`src/rtl/bitpack_pkg.sv`:
```
package bitpack_pkg;

    localparam int unsigned DEF_WORD_W = 32;
    localparam int unsigned DEF_CNT_W  = 8;

    typedef struct packed {
        logic valid;
        logic value;
    } sample_t;

    typedef enum logic [1:0] {
        CNT_HOLD    = 2'd0,
        CNT_INC     = 2'd1,
        CNT_RESTART = 2'd2,
        CNT_CLEAR   = 2'd3
    } cnt_op_e;

    function automatic cnt_op_e pick_cnt_op(input logic valid, input logic full);
        if (full)
            return valid ? CNT_RESTART : CNT_CLEAR;
        return valid ? CNT_INC : CNT_HOLD;
    endfunction

endpackage

```
`src/rtl/bitpack_shifter.sv`:
```
module bitpack_shifter #(
    parameter int unsigned WORD_W = bitpack_pkg::DEF_WORD_W
) (
    input  logic              clk,
    input  logic              rst,
    input  bitpack_pkg::sample_t smp,
    output logic [WORD_W-1:0] acc
);
    logic [WORD_W-1:0] acc_q;
    logic              carry_q;

    always_ff @(posedge clk) begin
        if (rst) begin
            acc_q   <= '0;
            carry_q <= 1'b0;
        end else if (smp.valid) begin
            acc_q   <= {acc_q[WORD_W-2:0], smp.value};
            carry_q <= acc_q[WORD_W-1];
        end
    end

    assign acc = acc_q;

    AST_GAP_HOLDS_BITS: assert property (@(posedge clk) disable iff (rst)
        !smp.valid |=> ($stable(acc_q) && $stable(carry_q)));
endmodule

```
`src/rtl/bitpack_counter.sv`:
```
module bitpack_counter #(
    parameter int unsigned WORD_W = bitpack_pkg::DEF_WORD_W,
    parameter int unsigned CNT_W  = bitpack_pkg::DEF_CNT_W
) (
    input  logic             clk,
    input  logic             rst,
    input  logic             smp_valid,
    output logic             word_full,
    output logic [CNT_W-1:0] count
);
    import bitpack_pkg::*;

    localparam logic [CNT_W-1:0] FULL_CNT = CNT_W'(WORD_W);

    logic [CNT_W-1:0] cnt_q;
    cnt_op_e          op;

    assign word_full = (cnt_q == FULL_CNT);
    assign op        = pick_cnt_op(smp_valid, word_full);

    always_ff @(posedge clk) begin
        if (rst) begin
            cnt_q <= '0;
        end else begin
            unique case (op)
                CNT_INC:     cnt_q <= cnt_q + CNT_W'(1);
                CNT_RESTART: cnt_q <= CNT_W'(1);
                CNT_CLEAR:   cnt_q <= '0;
                default:     cnt_q <= cnt_q;
            endcase
        end
    end

    assign count = cnt_q;

    AST_COUNT_BOUND: assert property (@(posedge clk) disable iff (rst)
        cnt_q <= FULL_CNT);
    AST_RESTART_AT_ONE: assert property (@(posedge clk) disable iff (rst)
        word_full |=> (cnt_q == CNT_W'($past(smp_valid))));
    AST_COUNT_GAP_HOLD: assert property (@(posedge clk) disable iff (rst)
        (!smp_valid && !word_full) |=> $stable(cnt_q));
endmodule

```
`src/rtl/bitpack_emit.sv`:
```
module bitpack_emit #(
    parameter int unsigned WORD_W = bitpack_pkg::DEF_WORD_W
) (
    input  logic              clk,
    input  logic              rst,
    input  logic              word_full,
    input  logic [WORD_W-1:0] acc,
    input  logic              fifo_full,
    output logic              wr_en,
    output logic [WORD_W-1:0] wr_data,
    output logic              overflow
);
    logic ovf_q;
    logic drop;

    assign drop    = word_full & fifo_full;
    assign wr_en   = word_full & ~fifo_full;
    assign wr_data = acc;

    always_ff @(posedge clk) begin
        if (rst)
            ovf_q <= 1'b0;
        else if (drop)
            ovf_q <= 1'b1;
    end

    assign overflow = ovf_q;

    AST_OVF_STICKY: assert property (@(posedge clk) disable iff (rst)
        ovf_q |=> ovf_q);
    AST_DROP_FLAGS: assert property (@(posedge clk) disable iff (rst)
        (word_full && fifo_full) |=> ovf_q);
endmodule

```
`src/rtl/bitpack_top.sv`:
```
module bitpack_top #(
    parameter int unsigned WORD_W = bitpack_pkg::DEF_WORD_W,
    parameter int unsigned CNT_W  = bitpack_pkg::DEF_CNT_W
) (
    input  logic              clk,
    input  logic              rst,
    input  logic              sample_valid,
    input  logic              sample_bit,
    input  logic              fifo_full,
    output logic              wr_en,
    output logic [WORD_W-1:0] wr_data,
    output logic              overflow
);
    import bitpack_pkg::*;

    sample_t           smp;
    logic              word_full;
    logic [CNT_W-1:0]  count;
    logic [WORD_W-1:0] acc;

    assign smp.valid = sample_valid;
    assign smp.value = sample_bit;

    bitpack_shifter #(.WORD_W(WORD_W)) u_shift (
        .clk (clk),
        .rst (rst),
        .smp (smp),
        .acc (acc)
    );

    bitpack_counter #(.WORD_W(WORD_W), .CNT_W(CNT_W)) u_count (
        .clk       (clk),
        .rst       (rst),
        .smp_valid (sample_valid),
        .word_full (word_full),
        .count     (count)
    );

    bitpack_emit #(.WORD_W(WORD_W)) u_emit (
        .clk       (clk),
        .rst       (rst),
        .word_full (word_full),
        .acc       (acc),
        .fifo_full (fifo_full),
        .wr_en     (wr_en),
        .wr_data   (wr_data),
        .overflow  (overflow)
    );

    AST_SINGLE_PULSE: assert property (@(posedge clk) disable iff (rst)
        wr_en |=> !wr_en);
    AST_NO_WRITE_WHEN_FULL: assert property (@(posedge clk) disable iff (rst)
        fifo_full |-> !wr_en);
    AST_EMPTY_NO_WORD: assert property (@(posedge clk) disable iff (rst)
        (count == '0) |-> !wr_en);
endmodule

```
`config.mk`:
```
export PLATFORM = sky130hd
export DESIGN_NAME = bitpack_top
export DESIGN_NICKNAME = d
export VERILOG_FILES = /design/src/rtl/bitpack_pkg.sv /design/src/rtl/bitpack_shifter.sv /design/src/rtl/bitpack_counter.sv /design/src/rtl/bitpack_emit.sv /design/src/rtl/bitpack_top.sv
export SDC_FILE = /design/constraint.sdc
export NUM_CORES = 1
export LEC_CHECK = 0
export BUFFER_PORTS_ARGS = -buffer_cell sky130_fd_sc_hd__buf_2
export CAP_MARGIN = 0
export CORE_UTILIZATION = 38
export CTS_CLUSTER_SIZE = 14
export DETAILED_ROUTE_END_ITERATION = 8
export GPL_TIMING_DRIVEN = 0
export PLACE_DENSITY = 0.71
export SETUP_SLACK_MARGIN = 0.15
export SLEW_MARGIN = 20
export SYNTH_ARGS = -nofsm -noshare
export SYNTH_HDL_FRONTEND = slang
export SYNTH_SLANG_ARGS = --single-unit
```
`constraint.sdc`:
```
create_clock -name clk -period 1.9 [get_ports clk]
set_input_delay 0.19 -clock clk [delete_from_list [all_inputs] [get_ports clk]]
set_output_delay 0.19 -clock clk [all_outputs]
set_load 0.005 [all_outputs]
```
==> impl_metrics.env <==
export IMPL_p_per_area_nw_per_um2=914
export IMPL_hp_class="input port to flip-flop"
export IMPL_hold_buffers=0
export IMPL_maxCapViolations=0
export IMPL_fillers=351
export IMPL_min_period_ps=1590
export IMPL_startpoint="u_count.count[0]$_SDFFE_PP0P_"
export IMPL_peakVddDrop_uv=574
export IMPL_max_freq_ghz=0.628
export IMPL_drc_errors=0
export IMPL_cp_end_kind="primary output"
export IMPL_finalSetupTns_ps=0
export IMPL_synth_edf_count=0
export IMPL_finalCritPeriodShare=0.838
export IMPL_run_status="completed"
export IMPL_first_pass_iters=4
export IMPL_synth_seq_cells=41
export IMPL_cts_tree="done"
export IMPL_use_met2=0.236
export IMPL_synth_most_common_cell="dfxtp_1"
export IMPL_grt_pass1_wl_um=4790
export IMPL_diodes=0
export IMPL_holdWs_ps=152
export IMPL_setup_viol=0
export IMPL_clock_path_buffers=2
export IMPL_die_x_um=65.7
export IMPL_r2r_end="u_count.count[0]$_SDFFE_PP0P_"
export IMPL_num_rows=22
export IMPL_worst_slew_pin_slew_ps=478
export IMPL_drive_gt1_frac=0.274
export IMPL_grt_ovfl_total=0
export IMPL_die_area_um2=4320
export IMPL_arrival_ps=1400
export IMPL_port_buffers=37
export IMPL_clk_pin_slew_ps=80
export IMPL_ant_nets=0
export IMPL_hpwl_um=2080
export IMPL_gr_usage_met3=0.0590
export IMPL_cts_root_buf="clkbuf_8"
export IMPL_rsz0062_at_grt="no"
export IMPL_synth_area_per_cell_um2=10.2
export IMPL_drt_wirelength_per_cell_um=11.7
export IMPL_ios=39
export IMPL_netlist_top_cell_by_area="dfxtp_1"
export IMPL_drt_iter0_markers=42
export IMPL_async_reset_ff_frac=0
export IMPL_drv_slew=0
export IMPL_rr_worst_depth=5
export IMPL_synth_ff_type="dfxtp_1"
export IMPL_power_uw=1760
export IMPL_start_util=0.409
export IMPL_crit_required_ps=1710
export IMPL_die_h_um=65.7
export IMPL_syn_area_um2=1540
export IMPL_grt_max_degree=14
export IMPL_top_usage_layer="met2"
export IMPL_fin_skew_ps=6.75
export IMPL_place_gp_congestion=0.755
export IMPL_cp_endpoint="wr_en"
export IMPL_cts_resized=0
export IMPL_insertion_delay_ps=290
export IMPL_r2r_start="u_count.count[0]$_SDFFE_PP0P_"
export IMPL_hold_violations=0
export IMPL_num_vias=1144
export IMPL_ys_seq_area_frac=0.532
export IMPL_grtUsageMet1=0.175
export IMPL_synth_area_leaders="dfxtp_1 (53%), mux2i_1 (21%), nor2_1 (9.5%)"
export IMPL_path_max_fanout=4
export IMPL_antenna_found_initial=0
export IMPL_numCtsBuffers=5
export IMPL_yosys_warnings=0
export IMPL_netlist_area_leader_share=0.532
export IMPL_routed_wl_um=2860
export IMPL_cts_sinks=41
export IMPL_core_um2=3770
export IMPL_dpl_cell_area_um2=1790
export IMPL_synthCells=152
export IMPL_nets=203
export IMPL_synthTopCellsByCount="dfxtp_1 (41), nor2_1 (39), mux2i_1 (33)"
export IMPL_htreeDepth=2
export IMPL_worst_setup_path_type="flip-flop to primary output"
export IMPL_track_usage=0.143
export IMPL_design_area_um2=1920
export IMPL_synth_cell_types=22
export IMPL_cp_start_kind="flip-flop"
export IMPL_syn_nets=159
export IMPL_relSlewSlack=0.679
export IMPL_grt_pass1_vias=1145
export IMPL_viasPerCell=4.67
export IMPL_leakage_uw=0.000950
export IMPL_reg2reg_slack_ps=380
export IMPL_syn2layout_area_growth_pct=24.6
export IMPL_post_cts_buffers=0
metal layers:
layer,share of wire,vias to the layer above,wire length [um]
li1,-,599,-
met1,0.48,517,1380
met2,0.46,28,1310
met3,0.056,0,159
met4,0,0,0
met5,0,-,0
worst min path at each step:
stage / slack [ps] / start / end / depth (start not counted)
2_1_floorplan: 340 / sample_bit / u_shift.acc[0]$_SDFFE_PP0P_ / 2
3_3_place_gp: 430 / sample_bit / u_shift.acc[0]$_SDFFE_PP0P_ / 3
3_5_place_dp: 440 / sample_bit / u_shift.acc[0]$_SDFFE_PP0P_ / 3
4_1_cts: 150 / sample_bit / u_shift.acc[0]$_SDFFE_PP0P_ / 3
5_1_grt: 180 / fifo_full / u_emit.overflow$_SDFFE_PP0P_ / 3
6_report: 150 / sample_bit / u_shift.acc[0]$_SDFFE_PP0P_ / 3
cells by family (layout without fill, tap and decap cells):
| group | after synthesis | count (layout) | synth area share |
|---|---|---|---|
| buffers and inverters | 10 | 55 | 0.0276 |
| AOI/OAI and AO/OA | 9 | 9 | 0.0332 |
| muxes | 34 | 34 | 0.221 |
| and+or+nand+nor | 53 | 53 | 0.153 |
| DFF | 41 | 41 | 0.532 |
| adders and majority gates | 2 | 2 | 0.0162 |
| xor gates and xnor gates | 3 | 3 | 0.0170 |
state kept, by name, summed over array words and instances (netlist names):
register	count
u_count.count	8
u_shift.acc	32
u_emit.overflow	1
power by group:
part           internal, uW  total [uW]  switching, uW
Sequential              865         871           6.45
Combinational          31.2        76.0           44.8
Clock                   522         810            288
Total                  1420        1760            339
stage by stage:
step	instances	setup slack [ps]	util
after CTS	245	304	0.510
after floorplan	152	510	-
after detailed placement	237	408	0.474
after global placement	237	438	0.474
after global routing	245	247	0.510
final	245	308	0.510
cell type report:
| cell class | count | area (um^2) | share of cell area |
|---|---|---|---|
| timing repair buffer | 37 | 185 | 0.0963 |
| clock inverter | 3 | 65.1 | 0.0338 |
| tap | 48 | 60.1 | 0.0312 |
| sequential | 41 | 821 | 0.427 |
| buffer | 8 | 35.0 | 0.0182 |
| inverter | 2 | 7.51 | 0.00390 |
| clock buffer | 5 | 68.8 | 0.0358 |
| multi-input combinational | 101 | 681 | 0.354 |
worst max-delay path: stages, from the launching register on:
cell	delay, ps
dfxtp_1	380
inv_1	70
ha_1	200
and4bb_2	260
nand2_1	60
nor2_1	40
buf_2	110
layout by cell type, fill, tap and decap left out, drive strengths merged:
cell type / count
a21o: 1
a21oi: 4
a31oi: 1
and4bb: 1
buf: 41
bufinv: 2
clkbuf: 9
clkinv: 1
dfxtp: 41
ha: 2
inv: 2
mux2: 1
mux2i: 33
nand2: 5
nand4: 3
nor2: 39
nor2b: 1
nor3: 1
o21ai: 2
o31ai: 1
or3: 2
or4: 1
xor2: 3
No activity file was read; power rests on OpenSTA's default activity.
